==> config.mk <==
export PLATFORM = sky130hd
export DESIGN_NAME = cpl_readout
export DESIGN_NICKNAME = d
export VERILOG_FILES = /design/src/rtl/cpl_pkg.sv /design/src/rtl/cpl_fifo.sv /design/src/rtl/cpl_beat_hold.sv /design/src/rtl/cpl_irq.sv /design/src/rtl/cpl_readout.sv
export SDC_FILE = /design/constraint.sdc
export NUM_CORES = 1
export LEC_CHECK = 0
export BUFFER_PORTS_ARGS = -buffer_cell sky130_fd_sc_hd__buf_2
export CAP_MARGIN = 0
export CORE_ASPECT_RATIO = 0.5
export CORE_MARGIN = 1
export CORE_UTILIZATION = 50
export CTS_BUF_LIST = sky130_fd_sc_hd__clkbuf_4 sky130_fd_sc_hd__clkbuf_8
export DETAILED_ROUTE_END_ITERATION = 16
export GPL_TIMING_DRIVEN = 1
export PLACE_DENSITY_LB_ADDON = 0.12
export RECOVER_POWER = 25
export SKIP_LAST_GASP = 1
export SLEW_MARGIN = 5
export SYNTH_ARGS = -nofsm -noshare
export SYNTH_HDL_FRONTEND = slang
export SYNTH_SLANG_ARGS = --single-unit
==> constraint.sdc <==
create_clock -name clk -period 7.06 [get_ports clk]
set_input_delay 0 -clock clk [delete_from_list [all_inputs] [get_ports clk]]
set_output_delay 0 -clock clk [all_outputs]
set_load 0.005 [all_outputs]
==> src/rtl/cpl_pkg.sv <==
package cpl_pkg;
    localparam int DWORD_W = 32;
    localparam int BEAT_W  = 2 * DWORD_W;

    typedef struct packed {
        logic              sop;
        logic              eop;
        logic [BEAT_W-1:0] data;
    } beat_t;

    typedef enum logic [2:0] {
        SEL_NONE,
        SEL_DAT0,
        SEL_DAT1,
        SEL_STAT,
        SEL_IST,
        SEL_IEN
    } reg_sel_e;
endpackage

==> src/rtl/cpl_fifo.sv <==
module cpl_fifo
    import cpl_pkg::*;
#(
    parameter int DEPTH = 8,
    localparam int PW = (DEPTH > 1) ? $clog2(DEPTH) : 1,
    localparam int CNT_W = $clog2(DEPTH + 1)
) (
    input  logic             clk,
    input  logic             rst_n,
    input  logic             push,
    input  beat_t            push_beat,
    input  logic             pop,
    output beat_t            head,
    output logic             full,
    output logic             empty,
    output logic [CNT_W-1:0] count
);
    typedef struct packed {
        beat_t [DEPTH-1:0] mem;
        logic [PW-1:0]     wp;
        logic [PW-1:0]     rp;
        logic [CNT_W-1:0]  cnt;
    } fifo_st_t;

    fifo_st_t st_d, st_q;

    function automatic logic [PW-1:0] bump(input logic [PW-1:0] p);
        return (p == PW'(DEPTH - 1)) ? '0 : p + 1'b1;
    endfunction

    always_comb begin
        st_d = st_q;
        if (push) begin
            st_d.mem[st_q.wp] = push_beat;
            st_d.wp = bump(st_q.wp);
        end
        if (pop) begin
            st_d.rp = bump(st_q.rp);
        end
        case ({push, pop})
            2'b10:   st_d.cnt = st_q.cnt + 1'b1;
            2'b01:   st_d.cnt = st_q.cnt - 1'b1;
            default: st_d.cnt = st_q.cnt;
        endcase
    end

    always_ff @(posedge clk) begin
        if (!rst_n) st_q <= '0;
        else        st_q <= st_d;
    end

    assign head  = st_q.mem[st_q.rp];
    assign full  = (st_q.cnt == CNT_W'(DEPTH));
    assign empty = (st_q.cnt == '0);
    assign count = st_q.cnt;
endmodule

==> src/rtl/cpl_beat_hold.sv <==
module cpl_beat_hold
    import cpl_pkg::*;
(
    input  logic  clk,
    input  logic  rst_n,
    input  logic  src_empty,
    input  beat_t src_head,
    input  logic  retire,
    output logic  take,
    output logic  vld,
    output beat_t cur
);
    typedef struct packed {
        logic  vld;
        beat_t cur;
    } hold_st_t;

    hold_st_t st_d, st_q;

    always_comb begin
        st_d = st_q;
        take = !src_empty && (!st_q.vld || retire);
        if (take) begin
            st_d.vld = 1'b1;
            st_d.cur = src_head;
        end else if (retire) begin
            st_d.vld = 1'b0;
        end
    end

    always_ff @(posedge clk) begin
        if (!rst_n) st_q <= '0;
        else        st_q <= st_d;
    end

    assign vld = st_q.vld;
    assign cur = st_q.cur;
endmodule

==> src/rtl/cpl_irq.sv <==
module cpl_irq (
    input  logic clk,
    input  logic rst_n,
    input  logic arrive,
    input  logic clr,
    input  logic en_wr,
    input  logic en_val,
    output logic stat,
    output logic ena,
    output logic irq
);
    typedef struct packed {
        logic stat;
        logic ena;
    } irq_st_t;

    irq_st_t st_d, st_q;

    always_comb begin
        st_d = st_q;
        if (clr)    st_d.stat = 1'b0;
        if (arrive) st_d.stat = 1'b1;
        if (en_wr)  st_d.ena  = en_val;
    end

    always_ff @(posedge clk) begin
        if (!rst_n) st_q <= '0;
        else        st_q <= st_d;
    end

    assign stat = st_q.stat;
    assign ena  = st_q.ena;
    assign irq  = st_q.stat & st_q.ena;
endmodule

==> src/rtl/cpl_readout.sv <==
module cpl_readout
    import cpl_pkg::*;
#(
    parameter int DEPTH = 8,
    parameter int AW = 14,
    parameter logic [AW-1:0] A_IST  = 14'h3060,
    parameter logic [AW-1:0] A_IEN  = 14'h3064,
    parameter logic [AW-1:0] A_DAT0 = 14'h3070,
    parameter logic [AW-1:0] A_DAT1 = 14'h3074,
    parameter logic [AW-1:0] A_STAT = 14'h3078,
    localparam int CNT_W = $clog2(DEPTH + 1),
    localparam int IRQ_BIT = 4
) (
    input  logic               clk,
    input  logic               rst_n,
    input  logic               in_valid,
    output logic               in_ready,
    input  logic [BEAT_W-1:0]  in_data,
    input  logic               in_sop,
    input  logic               in_eop,
    input  logic               rd_en,
    input  logic [AW-1:0]      rd_addr,
    output logic [DWORD_W-1:0] rd_data,
    input  logic               wr_en,
    input  logic [AW-1:0]      wr_addr,
    input  logic [DWORD_W-1:0] wr_data,
    output logic               irq
);
    function automatic reg_sel_e decode(input logic [AW-1:0] a);
        if      (a == A_DAT0) return SEL_DAT0;
        else if (a == A_DAT1) return SEL_DAT1;
        else if (a == A_STAT) return SEL_STAT;
        else if (a == A_IST)  return SEL_IST;
        else if (a == A_IEN)  return SEL_IEN;
        else                  return SEL_NONE;
    endfunction

    reg_sel_e rsel, wsel;
    logic accept, take, retire, fifo_full, fifo_empty;
    logic hold_vld, ist_q, ien_q;
    logic [BEAT_W-1:0] hold_data;
    logic [CNT_W-1:0] fifo_count;
    beat_t in_beat, head, cur;
    logic unused_wbits;

    assign rsel = rd_en ? decode(rd_addr) : SEL_NONE;
    assign wsel = wr_en ? decode(wr_addr) : SEL_NONE;
    assign unused_wbits = ^{wr_data[DWORD_W-1:IRQ_BIT+1], wr_data[IRQ_BIT-1:0]};

    assign in_ready = !fifo_full;
    assign accept   = in_valid && in_ready;
    assign in_beat  = '{sop: in_sop, eop: in_eop, data: in_data};
    assign retire   = (rsel == SEL_DAT1);

    cpl_fifo #(.DEPTH(DEPTH)) u_fifo (
        .clk(clk), .rst_n(rst_n),
        .push(accept), .push_beat(in_beat), .pop(take),
        .head(head), .full(fifo_full), .empty(fifo_empty), .count(fifo_count)
    );

    cpl_beat_hold u_hold (
        .clk(clk), .rst_n(rst_n),
        .src_empty(fifo_empty), .src_head(head), .retire(retire),
        .take(take), .vld(hold_vld), .cur(cur)
    );

    assign hold_data = cur.data;

    cpl_irq u_irq (
        .clk(clk), .rst_n(rst_n),
        .arrive(accept && in_sop),
        .clr((wsel == SEL_IST) && wr_data[IRQ_BIT]),
        .en_wr(wsel == SEL_IEN), .en_val(wr_data[IRQ_BIT]),
        .stat(ist_q), .ena(ien_q), .irq(irq)
    );

    always_comb begin
        rd_data = '0;
        case (rsel)
            SEL_DAT0: rd_data = cur.data[DWORD_W-1:0];
            SEL_DAT1: rd_data = cur.data[BEAT_W-1:DWORD_W];
            SEL_STAT: rd_data = {{(DWORD_W-3){1'b0}},
                                 hold_vld || !fifo_empty,
                                 hold_vld && cur.eop,
                                 hold_vld && cur.sop};
            SEL_IST:  rd_data[IRQ_BIT] = ist_q;
            SEL_IEN:  rd_data[IRQ_BIT] = ien_q;
            default:  rd_data = '0;
        endcase
    end
endmodule

# --- Word-level counts from Yosys, hierarchy flattened ---
# Cells that the tools add are included.
# Widths: inputs -> output; s select.
totals:
  register_bits: 607
  in_bits: 131
  wordCells: 106
op_classes:
  n_addsub: 4
  n_lt_le_gt_ge: 3
  eq_ne: 22
  muxes: 27
  n_bitwise: 1
  reduce_logical: 16
ops:
  columns: ["operator", "count"]
  rows:
  - ["$bwmux 528", 1]
  - ["$bmux 66 s3", 1]
  - ["$demux 66 s3", 1]
  - ["$eq 14x14->1 const B", 10]
  - ["$mux 66", 2]
  - ["$pmux 27 s2", 1]
  - ["$mux 3", 14]
  - ["$eq 3x3->1 const B", 6]
  - ["$pmux 4 s3", 1]
  - ["$lt 3x4->1 const B", 2]
  - ["$pmux 4 s2", 1]
  - ["$logic_and 1x1->1", 7]
  - ["$add 3x1->3 const B", 2]
  - ["$eq 3x2->1 const B", 2]
  - ["$reduce_bool 2->1", 3]
  - ["$add 4x1->4 const B", 1]
  - ["$eq 4x4->1 const B", 1]
  - ["$logic_not 4->1", 1]
  - ["$mux 1", 4]
  - ["$pmux 1 s4", 1]
  - ["$sub 4x1->4 const B", 1]
  - ["$eq 3x1->1 const B", 1]
  - ["$ge 3x1->1 const B", 1]
  - ["$logic_not 1->1", 3]
  - ["4 further kinds", 5]

# --- Logic depth before layout (Yosys ltp) ---
# Gate-level depths: netlist (run 1).
depth:
  ltp_word: 12
  ltp_mapped: 14
  depth_no_buf: 10

# --- Cells and area by module ---
# Synthesis (run 1) repeated with hierarchy kept, for this count alone.
unflattened:
  cells_unflattened: 3078
  hier_area_um2: 27824.2
modules_own_cells:
  columns: ["module", "instances", "cells_each", "area_per_inst_um2"]
  rows:
  - ["cpl_fifo", 1, 2673, 24304.6]
  - ["cpl_beat_hold", 1, 291, 2673.8]
  - ["cpl_readout", 1, 107, 760.7]
  - ["cpl_irq", 1, 7, 85.1]

# --- Least setup slack after synthesis (run 1) ---
# OpenSTA, ideal clock, no wires.
synth_timing:
  kind: "reg-to-reg"
  startpoint: "reg u_fifo.st_q, in the netlist u_fifo.count[1]"
  endpoint: "reg u_fifo.st_q, in the netlist u_fifo.count[2]"
  setup_ns: 0.076
  arrival_time_ns: 2.544
  t_required_ns: 6.984
  setup_slack_ns: 4.440
  stages_incl_launch_ff: 14
  n_path_buf: 4
  synth_period_minus_slack_ns: 2.620
  cell_sequence: "dfxtp_1 buf_6 nor4_1 a21oi_1 buf_2 buf_2 buf_2 ha_1 xor2_1 ha_1 a21oi_1 xor2_1 or3_1 a21boi_0"
synth_between:
  elab_chain_cells: 5
  elab_cells_between_ends: 12
synth_lines:
  columns: ["item", "line", "source"]
  rows:
  - ["start, declared", "cpl_fifo.sv:25", "fifo_st_t st_d, st_q;"]
  - ["start signal, assigned", "cpl_fifo.sv:49", "else st_q <= st_d;"]
  - ["$logic_not 4->1 *", "cpl_fifo.sv:54", "assign empty = (st_q.cnt == '0);"]
  - ["$logic_not 1->1 *", "cpl_beat_hold.sv:22", "take = !src_empty && (!st_q.vld || retire);"]
  - ["$logic_and 1x1->1 *", "cpl_beat_hold.sv:22", null]
  - ["net take", "cpl_readout.sv:39", "logic accept, take, retire, fifo_full, fifo_empty;"]
  - ["$eq 2x1->1 or $eq 2x2->1 (tied branches)", "cpl_fifo.sv:40", "case ({push, pop})"]
  - ["$pmux 4 s2 or $reduce_bool 2->1 (tied branches)", null, null]
# Mark *: on every way through the listed nets, which the timed path passes. The rest lies on a longest branch.
# A chain may end at the register's enable or synchronous reset.

# --- Worst setup path after layout (run 1) ---
layout_timing:
  startpoint: "reg u_fifo.st_q, in the netlist u_fifo.count[1]"
  endpoint: "reg u_fifo.st_q[173] in the netlist's numbering"
layout_between:
  elab_chain_cells: 3
layout_lines:
  columns: ["item", "line", "source"]
  rows:
  - ["$eq 4x4->1", "cpl_fifo.sv:53", "assign full = (st_q.cnt == CNT_W'(DEPTH));"]
  - ["$logic_not 1->1", "cpl_readout.sv:50", "assign in_ready = !fifo_full;"]
  - ["$logic_and 1x1->1", "cpl_readout.sv:51", "assign accept = in_valid && in_ready;"]
# No other way between the ends.

==> impl_metrics.json, run 1 <==
{
  "initial_core_utilization_pct": 51.5,
  "power.leakage_uw": 0.0108,
  "fin_worst_skew_ns": 0.0269,
  "cell_type_group_with_the_largest_total_delay_on_the_critical_path": "simple AND/OR/NAND/NOR gates",
  "final-setup-viol-count": 0,
  "cts.sinks": 607,
  "die_h_um": 167,
  "grt_first_pass_wirelength_mm": 121,
  "worst_ep_required_time_ns": 7.65,
  "final.fill_count": 4651,
  "finalSetupTns_ns": 0,
  "switching_share_pct": 30.9,
  "worstPathMaxFanout": 57,
  "cts_buffers": 87,
  "cts_buffer_depth": 3,
  "route.vias.total": 21200,
  "postSynthAreaPerCell_um2": 9.14,
  "tritoncts_clock_tree": "built",
  "grt_most_used_layer": "met2",
  "drt_pre_antenna_iters": 6,
  "die_w_um": 332,
  "largest_net_degree_at_the_start_of_global_routing": 288,
  "layout_area_growth_over_synthesis_pct": 10.9,
  "synth_area_um2": 27200,
  "min_delay_worst_endpoint": "u_fifo.st_q[480]$_SDFFE_PN0P_",
  "detail-route-antenna-nets": 0,
  "layout.nets": 3124,
  "worst-path-buf-inv": 2,
  "track_usage_pct": 28.0,
  "synth_fp_nets": 3111,
  "endpoint_kind": "flop",
  "postSynth.asyncResetShare_pct": 0,
  "cpMaxStageDelayCell": "nor4b_1",
  "post-route-period-util_pct": 70.1,
  "timing.final.hold_violations": 0,
  "clock_power_share_pct": 34.1,
  "core_um2": 52800,
  "post_route_cells_drive_above_1_share_pct": 14.9,
  "violations": "capacitance limit, slew limit",
  "detail_route.drc_violations": 0,
  "fin_total_pwr_uw": 8720,
  "fin_crit_period_ns": 4.95,
  "synth-seq-area-share_pct": 44.7,
  "synth_cells": 2973,
  "tightest_slew_ns": 2.00,
  "worst_hold_startpoint": "in_data[8]",
  "min_path_type": "input pin to flop",
  "dp_hpwl_mm": 40.6,
  "synth_ff_type": "dfxtp_1",
  "status": "finished, violations left",
  "finalInstanceArea_um2": 30100,
  "path_clk_slew_ns": 0.07,
  "r2r_start": "u_fifo.count[1]$_SDFFE_PN0P_",
  "worst_skew_pair.late_latency_ns": 0.68,
  "final_util_pct": 57.1,
  "slew_viol_final": 66,
  "grt_pass1_vias": 20600,
  "cts_root_buf": "clkbuf_8",
  "routedWlPerCell_um": 20.7,
  "die-area_um2": 55400,
  "rsz0062_at_grt": "no",
  "h_tree_depth_reported_by_cts": 3,
  "layout.cells.most_common_list": "nand2_1 (1131), dfxtp_1 (604), a21boi_0 (389)",
  "rows": 59,
  "io_buffer_count": 133,
  "synth.yosys.warnings": 0,
  "worst_slew_margin_rel_pct": -34.5,
  "grtUsageMet2_pct": 44.1,
  "ios": 165,
  "maxCapViolCount": 4,
  "netlist-cell-type-count": 55,
  "timing.reg2reg.setup_slack_ns": 2.11,
  "synth_enable_flop_cells": 0,
  "drt-initial-drc-count": 2033,
  "postPlaceCellArea_um2": 27600,
  "gr-usage-met3_pct": 4.41,
  "cell_internal_pwr_uw": 6020,
  "switching_power_total_uw": 2700,
  "grt_use_met1_pct": 40.4,
  "fin_worst_hold_slack_ns": 0.192,
  "antenna_violations_before_repair": 2,
  "ff2ff_path_depth": 7,
  "fmax_mhz": 202,
  "power.sequential.fraction_pct": 44.8,
  "routed_via_density": 5.64,
  "powerDensity_nw_per_um2": 289,
  "ys_ff_latch": 607,
  "critPathMaxStageDelay_ns": 1.67,
  "worst_setup_path_start_kind": "flop",
  "setup.worst_path.class": "flop to flop",
  "globalRoute.totalOverflow": 0,
  "route.final.wire_length_mm": 77.8,
  "weighted_congestion_reported_at_the_end_of_routability_driven_placement": 0.785,
  "timing.critical_path.arrival_ns": 5.54,
  "crit-reg2reg-capture": "u_fifo.st_q[173]$_SDFFE_PN0P_",
  "worst_ir_drop_vdd_mv": 0.205,
  "ctsResizeCount": 0,
  "timing.hold.worst_path_depth": 4,
  "most_common_library_cell_in_the_layout_ignoring_fill_and_taps": "nand2_1",
  "worstPathCellList": "or4b_1, and2_0, inv_1, nor4b_1, buf_4, nand2_1, a21boi_1",
  "combPwrFrac_pct": 21.1
}
per-layer routing:
layer / routed length [um] / share of wire, % / up-vias
met5: 0 / 0 / -
met4: 1200 / 1.5 / 0
met3: 4870 / 6.3 / 101
met2: 35000 / 45 / 651
met1: 36700 / 47 / 10400
li1: - / - / 10000
stage by stage:
step	cells	worst slack, ns
final	3754	2.11
after global routing	3754	1.65
after CTS	3753	3.28
after detailed placement	3523	3.62
after global placement	3523	3.65
after floorplan	2973	4.44
cells by family after synthesis:
| family | count (synthesis) | share of synthesized area, % |
|---|---|---|
| simple gates | 1192 | 17.3 |
| xor+xnor | 4 | 0.129 |
| compound gates | 641 | 18.4 |
| flops | 607 | 44.7 |
| fa+ha+maj | 7 | 0.322 |
| buf+inv | 317 | 5.49 |
| mux | 205 | 13.6 |
how the worst max path moves through the flow:
| stage | end | cells after the start | from | slack [ns] |
|---|---|---|---|---|
| after floorplan | u_fifo.count[2]$_SDFFE_PN0P_ | 13 | u_fifo.count[1]$_SDFFE_PN0P_ | 4.44 |
| after global placement | u_fifo.count[2]$_SDFFE_PN0P_ | 11 | rd_addr[9] | 3.65 |
| after detailed placement | u_fifo.count[2]$_SDFFE_PN0P_ | 11 | rd_addr[9] | 3.62 |
| after CTS | u_fifo.count[2]$_SDFFE_PN0P_ | 13 | rd_addr[9] | 3.28 |
| after global routing | u_fifo.st_q[189]$_SDFFE_PN0P_ | 7 | u_fifo.count[1]$_SDFFE_PN0P_ | 1.65 |
| final | u_fifo.st_q[173]$_SDFFE_PN0P_ | 7 | u_fifo.count[1]$_SDFFE_PN0P_ | 2.11 |
power by group through the flow:
stage	combinational, uW	clock, uW	sequential [uW]
5_1_grt	1990	3190	3930
3_5_place_dp	1800	0	3980
4_1_cts	1840	3020	3910
2_1_floorplan	1420	0	3810
6_report	1840	2980	3910
3_3_place_gp	1780	0	3970
cell usage after synthesis (3+ instances only):
cell type  instances  area [um^2]
nand2_1         1131         4250
dfxtp_1          607        12200
a21boi_0         385         2890
a21boi_1         148         1110
mux4_2           132         2970
clkbuf_1         117          439
buf_1             83          312
mux2i_1           72          721
buf_2             67          335
o211a_1           66          661
buf_4             30          225
a22o_1            28          245
buf_6             14          158
ha_1               7         87.6
nor2b_1            7         43.8
nor3_1             7         35.0
inv_1              5         18.8
nor2_1             5         18.8
and2_1             4         25.0
nand4_1            4         25.0
a21oi_1            3         15.0
nand3b_1           3         22.5
nor3b_1            3         22.5
o21ai_0            3         15.0
xor2_1             3         26.3
tightest hold or removal path, cell delays in order:
cell	delay, ns
dlygate4sd3_1	0.53
buf_2	0.17
nand2_1	0.07
a21boi_1	0.05
registers in the layout, indices dropped and copies added (netlist names):
signal        count
u_fifo.st_q     534
u_hold.vld        1
u_irq.ena         1
u_irq.stat        1
u_hold.cur       66
u_fifo.count      4
repair_timing:
item	4_1_cts	5_1_grt
hold buffers	75	0
endpoints found under the hold margin	568	0
setup buffers	0	0
area by class of cell:
| type | instances | area, um^2 | share of cell area (%) |
|---|---|---|---|
| repair buffers | 235 | 1650 | 5.48 |
| diodes | 1 | 2.50 | 0.00830 |
| well taps | 701 | 877 | 2.91 |
| clock buffers | 150 | 1830 | 6.06 |
| flip-flops and latches | 607 | 12200 | 40.4 |
| inverters | 6 | 22.5 | 0.0747 |
| clock inverters | 5 | 32.5 | 0.108 |
| multi-input cells | 2049 | 13600 | 45.0 |
Power figures use the tool's default switching activity.
==> inputs of run 2 (changes only) <==
==> constraint.sdc (replaced) <==
create_clock -name clk -period 4.38 [get_ports clk]
set_input_delay 0 -clock clk [delete_from_list [all_inputs] [get_ports clk]]
set_output_delay 0 -clock clk [all_outputs]
set_load 0.005 [all_outputs]
==> impl_metrics.json, run 2 (synthesis gave the netlist of run 1 again) <==
{
  "worst_ep_required_time_ns": 4.99,
  "r2r_start": "u_fifo.count[1]$_SDFFE_PN0P_",
  "rows": 59,
  "cts_buffers": 88,
  "dp_hpwl_mm": 43.1,
  "status": "finished, violations left",
  "worstPathMaxFanout": 66,
  "grt_pass1_vias": 20700,
  "largest_net_degree_at_the_start_of_global_routing": 173,
  "crit-reg2reg-capture": "u_fifo.st_q[501]$_SDFFE_PN0P_",
  "powerDensity_nw_per_um2": 465,
  "worst_ir_drop_vdd_mv": 0.339,
  "ff2ff_path_depth": 7,
  "tightest_slew_ns": 2.00,
  "fin_worst_hold_slack_ns": 0.171,
  "setup.worst_path.class": "flop to flop",
  "timing.hold.worst_path_depth": 4,
  "weighted_congestion_reported_at_the_end_of_routability_driven_placement": 0.786,
  "die_h_um": 167,
  "io_buffer_count": 133,
  "cell_type_group_with_the_largest_total_delay_on_the_critical_path": "simple AND/OR/NAND/NOR gates",
  "final.fill_count": 4717,
  "cts_root_buf": "clkbuf_8",
  "h_tree_depth_reported_by_cts": 3,
  "post_route_cells_drive_above_1_share_pct": 15.4,
  "path_clk_slew_ns": 0.07,
  "largest-register": "u_fifo.st_q",
  "grt_first_pass_wirelength_mm": 121,
  "worstPathCellList": "or4b_1, and2_4, inv_1, or3_4, nand2_1, a21boi_1, dlygate4sd3_1",
  "critical_path_depth": 7,
  "timing.reg2reg.setup_slack_ns": 0.77,
  "core_um2": 52800,
  "postCtsSetupBuffers": 0,
  "slew_viol_final": 229,
  "maxCapViolCount": 5,
  "fin_worst_skew_ns": 0.0248,
  "largest_register_ffs": 534,
  "fmax_mhz": 277,
  "violations": "capacitance limit, slew limit",
  "cts_buffer_depth": 3,
  "die-area_um2": 55400,
  "worst_setup_path_start_kind": "flop",
  "finalSetupTns_ns": 0,
  "layout.nets": 3146,
  "post-route-period-util_pct": 82.4,
  "worst_skew_pair.late_latency_ns": 0.69,
  "antenna_violations_before_repair": 1,
  "tritoncts_clock_tree": "built",
  "route.vias.total": 21200,
  "route.final.wire_length_mm": 77.6,
  "ios": 165,
  "final-setup-viol-count": 0,
  "track_usage_pct": 28.0,
  "detail-route-antenna-nets": 0,
  "min_path_type": "input pin to flop",
  "endpoint_kind": "flop",
  "layout_area_growth_over_synthesis_pct": 12.0,
  "timing.critical_path.arrival_ns": 4.22,
  "power.leakage_uw": 0.0109,
  "layout.cells.most_common_list": "nand2_1 (1131), dfxtp_1 (604), a21boi_0 (413)",
  "most_common_library_cell_in_the_layout_ignoring_fill_and_taps": "nand2_1",
  "worst_hold_startpoint": "in_data[23]",
  "timing.final.hold_violations": 0,
  "worst_slew_margin_rel_pct": -33.0,
  "drt_pre_antenna_iters": 5,
  "routed_via_density": 5.60,
  "cpMaxStageDelayCell": "or3_4",
  "routedWlPerCell_um": 20.5,
  "min_delay_worst_endpoint": "u_fifo.st_q[495]$_SDFFE_PN0P_",
  "fin_crit_period_ns": 3.61,
  "die_w_um": 332,
  "globalRoute.totalOverflow": 0,
  "critPathMaxStageDelay_ns": 0.96,
  "initial_core_utilization_pct": 51.5,
  "rsz0062_at_grt": "no",
  "drt-initial-drc-count": 1737,
  "worst-path-buf-inv": 2,
  "detail_route.drc_violations": 0,
  "cts.sinks": 607
}
==> run 2: cell types whose count changed in the layout (fill, tap and decap cells not counted), sizes merged <==
cell	delta
inv	+3
clkinvlp	+2
dlygate4sd3	+4
buf	+12
clkbuf	-1
bufinv	+1
clkinv	+2
==> run 2: per-layer routing <==
metal  vias up  GRT usage [%]  part of all wire [%]
li1      10100              -                     -
met1     10300           38.6                    45
met2       645           44.4                    46
met3       117           5.82                   7.3
met4         0           8.15                   2.1
met5         -              0                     0
==> run 2: where the power goes <==
part / internal, uW / switching (uW)
logic: 1240 / 1720
registers: 5900 / 358
clock network: 2660 / 2270
==> run 2: cell type report <==
cell class / count / area [um^2] / area share (%)
antenna: 1 / 2.50 / 0.00822
clock buffer: 144 / 1800 / 5.91
clock inverter: 13 / 114 / 0.374
inverter: 6 / 22.5 / 0.0740
multi-input combinational: 2049 / 13600 / 44.7
sequential: 607 / 12200 / 39.9
tap: 701 / 877 / 2.88
timing repair buffer: 256 / 1860 / 6.10
==> run 2: worst min-delay path, cell delays in order <==
cell and delay [ns]:
dlygate4sd3_1 0.53, buf_2 0.17, nand2_1 0.06, a21boi_1 0.05
==> run 2: how the worst max path moves through the flow <==
stage | startpoint | endpoint
2_1_floorplan | u_fifo.count[1]$_SDFFE_PN0P_ | u_fifo.count[2]$_SDFFE_PN0P_
3_3_place_gp | u_fifo.count[0]$_SDFFE_PN0P_ | u_fifo.st_q[291]$_SDFFE_PN0P_
3_5_place_dp | u_fifo.count[1]$_SDFFE_PN0P_ | u_fifo.st_q[317]$_SDFFE_PN0P_
4_1_cts | u_fifo.count[1]$_SDFFE_PN0P_ | u_fifo.st_q[501]$_SDFFE_PN0P_
5_1_grt | rd_addr[9] | rd_data[4]
6_report | u_fifo.count[1]$_SDFFE_PN0P_ | u_fifo.st_q[501]$_SDFFE_PN0P_
==> run 2: stage by stage <==
step	utilization (%)	instances	worst slack, ns	power (uW)	area [um^2]
after floorplan	-	2973	1.76	8440	27200
after global placement	52.7	3540	1.51	9230	27800
after detailed placement	52.7	3540	1.44	9290	27800
after CTS	57.8	3776	1.03	14200	30500
after global routing	57.7	3776	0.590	14800	30500
final	57.7	3777	0.771	14200	30500
==> run 2: what timing repair did <==
item / in CTS / in global routing
hold endpoints to repair: 582 / 0
hold buffers: 79 / 0
resized for setup: 0 / 0
==> inputs of run 3 (changes only) <==
==> constraint.sdc (replaced) <==
create_clock -name clk -period 3.4 [get_ports clk]
set_input_delay 0 -clock clk [delete_from_list [all_inputs] [get_ports clk]]
set_output_delay 0 -clock clk [all_outputs]
set_load 0.005 [all_outputs]
==> impl_metrics.json, run 3 (synthesis gave the netlist of run 1 again) <==
{
  "route.final.wire_length_mm": 77.9,
  "h_tree_depth_reported_by_cts": 3,
  "cell_internal_pwr_uw": 12900,
  "drt-initial-drc-count": 1649,
  "largest_register_ffs": 534,
  "powerDensity_nw_per_um2": 604,
  "drt_pre_antenna_iters": 8,
  "area.sequential_um2": 12200,
  "clock_power_share_pct": 35.2,
  "critPathMaxStageDelay_ns": 0.99,
  "finalInstanceArea_um2": 30800,
  "worst_ep_required_time_ns": 3.99,
  "power.sequential.fraction_pct": 43.2,
  "die_w_um": 332,
  "layout_area_growth_over_synthesis_pct": 13.3,
  "post_route_cells_drive_above_1_share_pct": 16.3,
  "route.vias.total": 21200,
  "grt_use_met1_pct": 38.3,
  "worstPathMaxFanout": 41,
  "switching_share_pct": 30.6,
  "routedWlPerCell_um": 20.5,
  "tightest_slew_ns": 1.48,
  "layout.cells.most_common_list": "nand2_1 (1131), dfxtp_1 (604), a21boi_0 (453)",
  "grtUsageMet2_pct": 45.7,
  "post_cts_hold_buffer_count": 80,
  "worst_skew_pair.late_latency_ns": 0.68,
  "fin_worst_skew_ns": 0.0230,
  "place_inst": 3549,
  "path_clk_slew_ns": 0.07,
  "die-area_um2": 55400,
  "largest_net_degree_at_the_start_of_global_routing": 136,
  "worst_setup_path_start_kind": "flop",
  "final-setup-viol-count": 0,
  "place_ws_ns": 0.552,
  "grt_pass1_vias": 20700,
  "globalRoute.totalOverflow": 0,
  "worstPathCellList": "or4b_1, and2_4, inv_2, or3_1, buf_2, nand2_1, a21boi_0",
  "power.leakage_uw": 0.0111,
  "dp_hpwl_mm": 42.8,
  "initial_core_utilization_pct": 51.5,
  "io_buffer_count": 133,
  "postCtsSetupBuffers": 0,
  "switching_power_total_uw": 5690,
  "tritoncts_clock_tree": "built",
  "fin_crit_period_ns": 3.06,
  "cts_root_buf": "clkbuf_8",
  "worst_slew_margin_rel_pct": 1.16,
  "combPwrFrac_pct": 21.6,
  "ios": 165,
  "endpoint_kind": "flop",
  "maxCapViolCount": 0,
  "fmax_mhz": 326,
  "die_h_um": 167,
  "rows": 59,
  "timing.final.hold_violations": 0,
  "timing.reg2reg.setup_slack_ns": 0.34,
  "rsz0062_at_grt": "no",
  "ctsResizeCount": 0,
  "layout.nets": 3154,
  "cts.sinks": 607,
  "finalSetupTns_ns": 0,
  "routed_via_density": 5.59,
  "largest-register": "u_fifo.st_q",
  "cpMaxStageDelayCell": "buf_2",
  "track_usage_pct": 28.2,
  "weighted_congestion_reported_at_the_end_of_routability_driven_placement": 0.767,
  "cts_buffers": 86,
  "final.fill_count": 4624,
  "antenna_violations_before_repair": 2,
  "cts_buffer_depth": 3,
  "post-route-worst-setup-slack_ns": 0.336,
  "detail-route-antenna-nets": 0,
  "finish.cell_count_without_fillers": 3791,
  "worst_ir_drop_vdd_mv": 0.574,
  "most_common_library_cell_in_the_layout_ignoring_fill_and_taps": "nand2_1",
  "core_um2": 52800,
  "post-route-period-util_pct": 90.1,
  "timing.critical_path.arrival_ns": 3.65,
  "detail_route.drc_violations": 0,
  "timing.hold.worst_path_depth": 4,
  "postPlaceCellArea_um2": 28100,
  "slew_viol_final": 0,
  "min_path_type": "input pin to flop",
  "ff2ff_path_depth": 7,
  "gr-usage-met3_pct": 4.75,
  "status": "complete, no violations",
  "grt_most_used_layer": "met2",
  "multiInputGateArea_um2": 13600,
  "grt_first_pass_wirelength_mm": 121,
  "setup.worst_path.class": "flop to flop"
}
run 3: cell types whose count changed in the layout (fill, tap and decap cells not counted), moves of 2 or more:
cell	delta
buf_12	+13
a21boi_1	-40
inv_6	-3
nor4b_1	-2
and3_2	-2
buf_4	-4
buf_2	+15
clkbuf_4	-2
bufinv_16	+3
clkbuf_1	-15
clkinv_2	+5
a21boi_0	+40
run 3: power by group through the flow:
stage | combinational (uW) | sequential (uW) | clock (uW)
detailed placement | 3960 | 8190 | 0
global route | 4350 | 8080 | 6960
CTS | 4050 | 8030 | 6650
global placement | 3920 | 8180 | 0
floorplan | 2960 | 7920 | 0
finish | 4020 | 8030 | 6550
run 3: critical path, delay by kind of cell (launching register included):
kind,cells,cell delay [ns]
and+or+nand+nor,4,1.10
buffers and inverters,2,1.25
AOI/OAI and AO/OA,1,0.20
DFF,1,0.38
run 3: layout make-up:
type                       count  share of cell area [%]
antenna                        2                  0.0163
clock buffer                 143                    5.84
clock inverter                17                   0.634
inverter                       6                  0.0731
multi-input combinational   2049                    44.2
sequential                   607                    39.5
tap                          701                    2.85
timing repair buffer         266                    6.87
run 3: final timing paths:
path                                        end                     startpoint
setup / recovery  u_fifo.st_q[503]$_SDFFE_PN0P_   u_fifo.count[1]$_SDFFE_PN0P_
hold / removal    u_fifo.st_q[480]$_SDFFE_PN0P_                     in_data[8]
setup reg to reg  u_fifo.st_q[503]$_SDFFE_PN0P_   u_fifo.count[1]$_SDFFE_PN0P_
hold reg to reg   u_fifo.st_q[313]$_SDFFE_PN0P_  u_fifo.st_q[313]$_SDFFE_PN0P_
run 3: stage by stage:
| step | hold slack [ns] | util, % | total power (uW) |
|---|---|---|---|
| 2_1_floorplan | 0.154 | - | 10900 |
| 3_3_place_gp | 0.281 | 53.2 | 12100 |
| 3_5_place_dp | 0.288 | 53.2 | 12200 |
| 4_1_cts | 0.129 | 58.4 | 18700 |
| 5_1_grt | 0.172 | 58.3 | 19400 |
| 6_report | 0.185 | 58.3 | 18600 |
run 3: routing by layer:
layer	vias up	wire length (um)	share of wire (%)
met5	-	0	0
met2	606	35800	46
met3	145	4760	6.1
met4	0	2100	2.7
li1	10100	-	-
met1	10300	35300	45
